$ cat src/rtl/trap_seq_pkg.sv
package trap_seq_pkg;

    localparam int XLEN_DEF = 32;
    localparam int AW_DEF   = 6;

    typedef enum logic [1:0] {
        OPK_NONE   = 2'd0,
        OPK_ECALL  = 2'd1,
        OPK_EBREAK = 2'd2,
        OPK_MRET   = 2'd3
    } op_kind_t;

    typedef enum logic [2:0] {
        ST_IDLE,
        ST_EPC,
        ST_CAUSE,
        ST_TVAL,
        ST_DONE
    } seq_state_t;

    localparam logic [4:0] CODE_BREAK = 5'd3;
    localparam logic [4:0] CODE_ECALL = 5'd11;

    function automatic logic [4:0] cause_code(input op_kind_t k);
        return (k == OPK_EBREAK) ? CODE_BREAK : CODE_ECALL;
    endfunction

    function automatic logic is_trap(input op_kind_t k);
        return (k == OPK_ECALL) || (k == OPK_EBREAK);
    endfunction

endpackage

$ cat src/rtl/trap_seq_ctrl.sv
module trap_seq_ctrl
    import trap_seq_pkg::*;
(
    input  logic       clk,
    input  logic       rst,
    input  logic       dec_valid,
    input  op_kind_t   dec_kind,
    output seq_state_t state,
    output logic       accept
);
    seq_state_t state_q, state_d;

    assign accept = dec_valid && (state_q == ST_IDLE) && (dec_kind != OPK_NONE);

    always_comb begin
        state_d = state_q;
        unique case (state_q)
            ST_IDLE:  if (accept) state_d = is_trap(dec_kind) ? ST_EPC : ST_DONE;
            ST_EPC:   state_d = ST_CAUSE;
            ST_CAUSE: state_d = ST_TVAL;
            ST_TVAL:  state_d = ST_DONE;
            ST_DONE:  state_d = ST_IDLE;
            default:  state_d = ST_IDLE;
        endcase
    end

    always_ff @(posedge clk) begin
        if (rst) state_q <= ST_IDLE;
        else     state_q <= state_d;
    end

    assign state = state_q;

    p_epc_to_cause_r2: assert property (@(posedge clk) disable iff (rst)
        state_q == ST_EPC |=> state_q == ST_CAUSE);
    p_cause_to_tval_r2: assert property (@(posedge clk) disable iff (rst)
        state_q == ST_CAUSE |=> state_q == ST_TVAL);
    p_tval_to_done_r6: assert property (@(posedge clk) disable iff (rst)
        state_q == ST_TVAL |=> state_q == ST_DONE);
    p_done_to_idle_r10: assert property (@(posedge clk) disable iff (rst)
        state_q == ST_DONE |=> state_q == ST_IDLE);
endmodule

$ cat src/rtl/trap_seq_ctx.sv
module trap_seq_ctx
    import trap_seq_pkg::*;
#(
    parameter int XLEN = XLEN_DEF
) (
    input  logic            clk,
    input  logic            rst,
    input  logic            accept,
    input  op_kind_t        dec_kind,
    input  logic [XLEN-1:0] cur_pc,
    input  logic [XLEN-1:0] opnd_a,
    input  logic [XLEN-1:0] trap_base,
    output logic [XLEN-1:0] saved_pc,
    output logic [XLEN-1:0] target,
    output op_kind_t        saved_kind
);
    logic [XLEN-1:0] src;

    assign src = is_trap(dec_kind) ? trap_base : opnd_a;

    always_ff @(posedge clk) begin
        if (rst) begin
            saved_pc   <= '0;
            target     <= '0;
            saved_kind <= OPK_NONE;
        end else if (accept) begin
            saved_pc   <= cur_pc;
            target     <= {src[XLEN-1:2], 2'b00};
            saved_kind <= dec_kind;
        end
    end
endmodule

$ cat src/rtl/trap_seq_wport.sv
module trap_seq_wport
    import trap_seq_pkg::*;
#(
    parameter int             XLEN       = XLEN_DEF,
    parameter int             AW         = AW_DEF,
    parameter logic [AW-1:0]  EPC_ADDR   = 6'h21,
    parameter logic [AW-1:0]  CAUSE_ADDR = 6'h22,
    parameter logic [AW-1:0]  TVAL_ADDR  = 6'h23
) (
    input  logic            clk,
    input  logic            rst,
    input  seq_state_t      state,
    input  op_kind_t        saved_kind,
    input  logic [XLEN-1:0] saved_pc,
    output logic            wr_en,
    output logic [AW-1:0]   wr_addr,
    output logic [XLEN-1:0] wr_data
);
    always_comb begin
        wr_en   = 1'b0;
        wr_addr = '0;
        wr_data = '0;
        unique case (state)
            ST_EPC: begin
                wr_en   = 1'b1;
                wr_addr = EPC_ADDR;
                wr_data = saved_pc;
            end
            ST_CAUSE: begin
                wr_en   = 1'b1;
                wr_addr = CAUSE_ADDR;
                wr_data = {{(XLEN-5){1'b0}}, cause_code(saved_kind)};
            end
            ST_TVAL: begin
                wr_en   = 1'b1;
                wr_addr = TVAL_ADDR;
                wr_data = '0;
            end
            default: ;
        endcase
    end

    p_cause_value_r4: assert property (@(posedge clk) disable iff (rst)
        (wr_en && wr_addr == CAUSE_ADDR) |->
        (wr_data == XLEN'(3) || wr_data == XLEN'(11)));
    p_tval_zero_r5: assert property (@(posedge clk) disable iff (rst)
        (wr_en && wr_addr == TVAL_ADDR) |-> wr_data == '0);
endmodule

$ cat src/rtl/trap_seq.sv
module trap_seq
    import trap_seq_pkg::*;
#(
    parameter int             XLEN       = XLEN_DEF,
    parameter int             AW         = AW_DEF,
    parameter logic [AW-1:0]  EPC_ADDR   = 6'h21,
    parameter logic [AW-1:0]  CAUSE_ADDR = 6'h22,
    parameter logic [AW-1:0]  TVAL_ADDR  = 6'h23
) (
    input  logic            clk,
    input  logic            rst,
    input  logic            dec_valid,
    input  logic [1:0]      dec_kind,
    input  logic [XLEN-1:0] cur_pc,
    input  logic [XLEN-1:0] opnd_a,
    input  logic [XLEN-1:0] opnd_b,
    input  logic [XLEN-1:0] trap_base,
    output logic            wr_en,
    output logic [AW-1:0]   wr_addr,
    output logic [XLEN-1:0] wr_data,
    output logic [XLEN-1:0] pc_next,
    output logic            done,
    output logic            busy
);
    seq_state_t      state;
    logic            accept;
    op_kind_t        kind_in, saved_kind;
    logic [XLEN-1:0] saved_pc;
    logic            unused_b;

    assign kind_in  = op_kind_t'(dec_kind);
    assign unused_b = ^opnd_b;

    trap_seq_ctrl u_ctrl (
        .clk(clk), .rst(rst), .dec_valid(dec_valid), .dec_kind(kind_in),
        .state(state), .accept(accept)
    );

    trap_seq_ctx #(.XLEN(XLEN)) u_ctx (
        .clk(clk), .rst(rst), .accept(accept), .dec_kind(kind_in),
        .cur_pc(cur_pc), .opnd_a(opnd_a), .trap_base(trap_base),
        .saved_pc(saved_pc), .target(pc_next), .saved_kind(saved_kind)
    );

    trap_seq_wport #(
        .XLEN(XLEN), .AW(AW), .EPC_ADDR(EPC_ADDR),
        .CAUSE_ADDR(CAUSE_ADDR), .TVAL_ADDR(TVAL_ADDR)
    ) u_wport (
        .clk(clk), .rst(rst), .state(state), .saved_kind(saved_kind),
        .saved_pc(saved_pc), .wr_en(wr_en), .wr_addr(wr_addr), .wr_data(wr_data)
    );

    assign done = (state == ST_DONE);
    assign busy = (state != ST_IDLE);

    p_reset_quiet_r1: assert property (@(posedge clk)
        rst |=> (!wr_en && !done && !busy));
    p_epc_is_pc_r3: assert property (@(posedge clk) disable iff (rst)
        (wr_en && wr_addr == EPC_ADDR) |-> wr_data == $past(cur_pc));
    p_done_single_r6: assert property (@(posedge clk) disable iff (rst)
        done |=> !done);
    p_no_write_on_done_r6: assert property (@(posedge clk) disable iff (rst)
        done |-> !wr_en);
    p_target_aligned_r6: assert property (@(posedge clk) disable iff (rst)
        done |-> pc_next[1:0] == 2'b00);
    p_busy_target_stable_r8: assert property (@(posedge clk) disable iff (rst)
        (busy && !done) |=> $stable(pc_next));
    p_none_ignored_r9: assert property (@(posedge clk) disable iff (rst)
        (!busy && dec_valid && dec_kind == 2'd0) |=> !busy);
endmodule

$ cat config.mk
export PLATFORM = sky130hd
export DESIGN_NAME = trap_seq
export DESIGN_NICKNAME = d
export VERILOG_FILES = /design/src/rtl/trap_seq_pkg.sv /design/src/rtl/trap_seq_ctrl.sv /design/src/rtl/trap_seq_ctx.sv /design/src/rtl/trap_seq_wport.sv /design/src/rtl/trap_seq.sv
export SDC_FILE = /design/constraint.sdc
export NUM_CORES = 1
export LEC_CHECK = 0
export BUFFER_PORTS_ARGS = -buffer_cell sky130_fd_sc_hd__buf_4
export CAP_MARGIN = 20
export CELL_PAD_IN_SITES_DETAIL_PLACEMENT = 1
export CELL_PAD_IN_SITES_GLOBAL_PLACEMENT = 2
export CORE_AREA = 4 4 131 133
export DETAILED_ROUTE_END_ITERATION = 8
export DIE_AREA = 0 0 135 137
export PLACE_DENSITY_LB_ADDON = 0.1
export SYNTH_ARGS = -nofsm -noshare
export SYNTH_HDL_FRONTEND = slang
export SYNTH_SLANG_ARGS = --single-unit
$ cat constraint.sdc
create_clock -name clk -period 1.35 [get_ports clk]
set_input_delay 0.27 -clock clk [delete_from_list [all_inputs] [get_ports clk]]
set_output_delay 0.27 -clock clk [all_outputs]
set_load 0.1 [all_outputs]
# Yosys cells after proc, flatten, opt, wreduce, memory -nomap -nowiden
# Index checks and enable logic that the tools add are counted.
# W data, S select, Z words.
# totals
input_bits	133
out_inout_bits	73
reg_bits	67
word_cells	27
# op_classes
mux	8
eq_ne	8
reduce_logical	7
# op_table
operator	count
$pmux W32 S2	1
$mux W32	1
$pmux W6 S3	1
$pmux W3 S4	1
$eq A3 B2 Y1 const B	2
$mux W3	2
$eq A2 B2 Y1 const B	2
$mux W4	1
$eq A3 B1 Y1 const B	1
$eq A3 B3 Y1 const B	1
$logic_not A3 Y1	1
$reduce_bool A3 Y1	1
$reduce_or A3 Y1	1
$eq A2 B1 Y1 const B	1
$logic_and A1 B1 Y1	2
$ne A2 B2 Y1 const B	1
$reduce_bool A2 Y1	1
$logic_or A1 B1 Y1	1
$mux W1	1

# Depth between registers and ports, before layout
# logic_depth
word_depth	5
mapped_depth	7
ltp_nobuf	5

# By module
# A second synthesis with hierarchy kept.
# unflattened
hier_cells	351
area_unflattened_um2	3293.2
# by_module_without_submodules
module	instances	cells_each	area_each_um2
trap_seq_ctx	1	281	2791.4
trap_seq_wport	1	51	329.1
trap_seq_ctrl	1	17	158.9
trap_seq	1	2	13.8

# Worst setup path after synthesis
# OpenSTA, ideal clock, no wires.
# synth_timing
path_kind	flip-flop to output port
from	register u_ctrl.state_q[0], in the netlist u_ctrl.state[0]
to	output wr_data[3]
required_ps	1080
arrival_ps	2178
path_slack_ps	-1098
stages_incl_launch_ff	4
n_path_buf	0
path_cell_list	dfxtp_1 -> nand2b_1 -> a21o_1 -> a21oi_1
# synth_via
elab_chain_len	2
word_cells_on_any_way	3
cone_classes	eq/ne: 2; mux: 1
# synth_lines
element	line_no	rtl
start: declaration	trap_seq_ctrl.sv:11	seq_state_t state_q, state_d;
start signal: assignment	trap_seq_ctrl.sv:29	else state_q <= state_d;
$eq A3 B2 Y1 / $eq A3 B1 Y1 (equally long branches)	trap_seq_wport.sv:23	unique case (state)
$pmux W32 S2 (*)	trap_seq_wport.sv:23	
end: declaration	trap_seq.sv:20	output logic [XLEN-1:0] wr_data,
# Mark *: on every way between the ends. The rest lies on a longest branch, timed or not.

# Final worst setup path
# layout_timing
from	register u_ctrl.state_q[1], in the netlist u_ctrl.state[1]
to	output wr_data[22]
# Same word-level chain as after synthesis.

==> flow_metrics.env <==
export IMPL_run_status="finished with violations"
export IMPL_violations="setup timing"
export IMPL_drtAntennaViolNets=0
export IMPL_cp_cell_sequence="nand2b_4 > nor2_4 > buf_12 > and2_4 > buf_12"
export IMPL_layout_nets=677
export IMPL_path_buf_inv=2
export IMPL_worst_r2r_startpoint="u_ctrl.state[1]$_SDFFE_PP0P_"
export IMPL_post_synth_instance_area_um2=3300
export IMPL_clock_tree_buffer_depth=2
export IMPL_dpl_worst_slack_ns=-0.199
export IMPL_cts_tree="done"
export IMPL_synth_warnings=0
export IMPL_reg2reg_to="u_ctx.target[20]$_SDFFE_PP0P_"
export IMPL_post_route_cells_drive_above_1_share_pct=57.3
export IMPL_drt_initial_drc_count=104
export IMPL_numCtsBuffers=9
export IMPL_postRouteWirelength_um=13200
export IMPL_total_leakage_power_nw=2.58
export IMPL_cap_violations=0
export IMPL_first_pass_grt_wire_length_um=20000
export IMPL_hold_path_startpoint="cur_pc[10]"
export IMPL_layout_core_utilization_pct=39.1
export IMPL_dp_hpwl_um=9170
export IMPL_clock_insertion_delay_at_the_later_pin_of_the_skew_report_ns=0.33
export IMPL_placed_cells=736
export IMPL_ff2ff_setup_slack_ns=-0.31
export IMPL_post_synth_most_frequent_cells="68 x sky130_fd_sc_hd__a21oi_1, 67 x sky130_fd_sc_hd__dfxtp_1, 34 x sky130_fd_sc_hd__nand3_1, 34 x sky130_fd_sc_hd__o21ai_0"
export IMPL_timing_critical_path_from_type="flop"
export IMPL_p_per_area_nw_per_um2=1250
export IMPL_grt_setup_unrepaired="yes"
export IMPL_total_power_mw=7.73
export IMPL_root_cell_of_the_clock_tree="sky130_fd_sc_hd__clkbuf_16"
export IMPL_timing_critical_path_mode_cell="sky130_fd_sc_hd__buf_12"
export IMPL_dr_total_vias=3399
export IMPL_io_buffer_count=164
export IMPL_cts_sinks=67
export IMPL_design_die_area_um2=18500
export IMPL_critPathCaptureType="output pin"
export IMPL_hold_end="u_ctx.saved_pc[10]$_SDFFE_PP0P_"
export IMPL_synth_compound_gate_area_share_pct=26.9
export IMPL_critPathArrivalTime_ns=1.49
export IMPL_num_antenna_cells=0
export IMPL_place_gp_congestion=0.733
export IMPL_ctsHtreeMaxLevel=3
export IMPL_die_height_um=137
export IMPL_largest_vdd_supply_drop_mv=0.601
export IMPL_synth_flop_cell="sky130_fd_sc_hd__dfxtp_1"
export IMPL_synth_cell_types=27
export IMPL_synth_yosys_seq_area_share_pct=40.7
export IMPL_synth_edf_count=0
export IMPL_floorplan_core_area_um2=15800
export IMPL_setup_total_negative_slack_ns=-27.81
export IMPL_clk_pin_slew_worst_paths_ns=0.06
export IMPL_timing_critical_path_slowest_cell_delay_ns=0.34
export IMPL_ys_async_sr_fraction_pct=0
export IMPL_via_count_of_the_first_global_routing_pass=3673
export IMPL_timing_final_crit_share_pct=131
export IMPL_initial_utilization_pct=20.8
export IMPL_holdBufCountCts=0
export IMPL_final_setup_viol_count=102
export IMPL_synth_adder_area_share_pct=0.380
export IMPL_synth_area_mux_share_pct=9.11
export IMPL_setup_worst_path_class="flop to output pin"
export IMPL_stdcell_count=764
export IMPL_yosysTopAreaCell="sky130_fd_sc_hd__dfxtp_1"
export IMPL_finalWorstSetupSlack_ns=-0.412
export IMPL_number_of_antenna_violations_at_the_first_check_in_global_routing=0
export IMPL_drt_vias_per_instance=4.45
export IMPL_post_route_drc_count=0
export IMPL_finalClockSkew_ns=0.00368
export IMPL_crit_family="simple AND/OR/NAND/NOR gates"
export IMPL_yosys_area_top_type_share_pct=40.7
export IMPL_floorplan_io_pins=206
export IMPL_synth_most_common_cell="sky130_fd_sc_hd__a21oi_1"
export IMPL_detailedRoute_firstPassIterationCount=4
export IMPL_synth_ff_latch_count=67
export IMPL_grt_max_degree=28
export IMPL_grt_ovfl_total=0
export IMPL_placementRows=46
export IMPL_synthXorXnorAreaFrac_pct=0
export IMPL_synth_top_cells_by_area="sky130_fd_sc_hd__dfxtp_1 41%, sky130_fd_sc_hd__a21oi_1 10%, sky130_fd_sc_hd__a211oi_2 9.9%, sky130_fd_sc_hd__mux2i_1 9.1%, sky130_fd_sc_hd__and2_1 5.7%"
export IMPL_worst_path_max_delay_cell="sky130_fd_sc_hd__dfxtp_4"
export IMPL_die_w_um=135
export IMPL_post_route_min_period_ns=1.76
export IMPL_routedWlPerCell_um=17.3
export IMPL_maximum_clock_frequency_mhz=567
export IMPL_largest_family_of_logic_cells_by_synthesized_area="compound AO/OA/AOI/OAI gates"
export IMPL_synth_simple_area_share_pct=14.0
export IMPL_synth_avg_cell_area_um2=9.06
export IMPL_cp_required_ns=1.08
export IMPL_worst_hold_path_type="primary input to flop"
export IMPL_hold_viol=0
export IMPL_drv_slew=0
export IMPL_area_delta_synth_final_pct=87.9
export IMPL_min_delay_path_depth=3
export IMPL_global_route_usage_total_pct=14.0
export IMPL_critPathMaxFanout=25
export IMPL_count_of_mapped_cells_out_of_synthesis=364
export IMPL_r2r_worst_path_cells=8
## metal layers
layer / track usage (%) / wire [um] / vias up
met4: 5.10 / 237 / 0
met1: 16.2 / 5410 / 1628
met3: 4.56 / 891 / 13
met5: 0 / 0 / -
li1: - / - / 1653
met2: 24.3 / 6660 / 105
## registers in the layout (all words and copies together), names as in the netlist
signal            count
u_ctx.target         30
u_ctx.saved_kind      2
u_ctrl.state          3
u_ctx.saved_pc       32
## worst max-delay path by stage
stage / startpoint / end / depth (start not counted)
2_1_floorplan: u_ctrl.state[0]$_SDFFE_PP0P_ / wr_data[3] / 3
3_3_place_gp: dec_kind[1] / u_ctx.target[13]$_SDFFE_PP0P_ / 6
3_5_place_dp: dec_kind[1] / u_ctx.saved_pc[2]$_SDFFE_PP0P_ / 7
4_1_cts: u_ctrl.state[1]$_SDFFE_PP0P_ / wr_data[22] / 5
5_1_grt: u_ctrl.state[1]$_SDFFE_PP0P_ / wr_data[21] / 5
6_report: u_ctrl.state[1]$_SDFFE_PP0P_ / wr_data[22] / 5
## worst min-delay path: cells and delay by family
kind	cells	cell delay (ns)
compound gates	1	0.05
buf+inv	1	0.10
simple gates	1	0.05
## repair_timing
| action | 4_1_cts | 5_1_grt |
|---|---|---|
| setup endpoints to repair | 102 | 102 |
| pin swaps | 4 | 3 |
| endpoints found under the hold margin | 0 | 0 |
| gates resized for setup | 154 | 23 |
| gates cloned | 3 | 3 |
| setup buffers | 5 | 1 |
## cell usage in the layout (no fill, tap or decap), types with 2 or more instances in the layout
| master | instances |
|---|---|
| sky130_fd_sc_hd__a211oi_1 | 6 |
| sky130_fd_sc_hd__a211oi_2 | 26 |
| sky130_fd_sc_hd__a21oi_1 | 61 |
| sky130_fd_sc_hd__a21oi_2 | 4 |
| sky130_fd_sc_hd__a21oi_4 | 3 |
| sky130_fd_sc_hd__and2_4 | 30 |
| sky130_fd_sc_hd__buf_12 | 50 |
| sky130_fd_sc_hd__buf_4 | 144 |
| sky130_fd_sc_hd__buf_6 | 4 |
| sky130_fd_sc_hd__buf_8 | 3 |
| sky130_fd_sc_hd__bufbuf_16 | 2 |
| sky130_fd_sc_hd__clkbuf_1 | 3 |
| sky130_fd_sc_hd__clkbuf_16 | 12 |
| sky130_fd_sc_hd__clkbuf_8 | 2 |
| sky130_fd_sc_hd__clkinv_2 | 2 |
| sky130_fd_sc_hd__conb_1 | 5 |
| sky130_fd_sc_hd__dfxtp_1 | 64 |
| sky130_fd_sc_hd__dfxtp_4 | 2 |
| sky130_fd_sc_hd__inv_1 | 3 |
| sky130_fd_sc_hd__mux2i_1 | 30 |
| sky130_fd_sc_hd__nand2_1 | 2 |
| sky130_fd_sc_hd__nand2_2 | 2 |
| sky130_fd_sc_hd__nand2b_4 | 2 |
| sky130_fd_sc_hd__nand3_1 | 34 |
| sky130_fd_sc_hd__nor2_4 | 5 |
| sky130_fd_sc_hd__nor2b_4 | 4 |
| sky130_fd_sc_hd__o21ai_0 | 3 |
| sky130_fd_sc_hd__o21ai_1 | 19 |
| sky130_fd_sc_hd__o21ai_2 | 12 |
## final cells by class
class	count	area, um2
Clock buffer	14	264
Clock inverter	2	10.0
Fill cell	1763	9630
Inverter	4	17.5
Multi-Input combinational cell	254	1940
Sequential cell	67	1350
Tap cell	216	270
Timing Repair Buffer	207	2340
## report_power, final
group	switching (mW)	internal [mW]	total, mW	leakage, nW
Combinational	2.02	1.22	3.23	1.89
Sequential	0.108	2.16	2.27	0.553
Clock	0.881	1.34	2.22	0.137
## cells by family (layout without fill, tap and decap cells)
group,after synthesis,after routing
buffers and inverters,47,227
and+or+nand+nor,83,83
DFF,67,67
adders and majority gates,1,1
AOI/OAI and AO/OA,135,135
muxes,30,30
other,1,5
## metrics by stage
| step | area [um2] | hold slack [ns] |
|---|---|---|
| after floorplan | 3530 | 0.418 |
| after global placement | 5090 | 0.461 |
| after detailed placement | 5090 | 0.472 |
| after CTS | 6050 | 0.184 |
| after global routing | 6200 | 0.190 |
| final | 6200 | 0.197 |
Power figures use the tool's default switching activity.
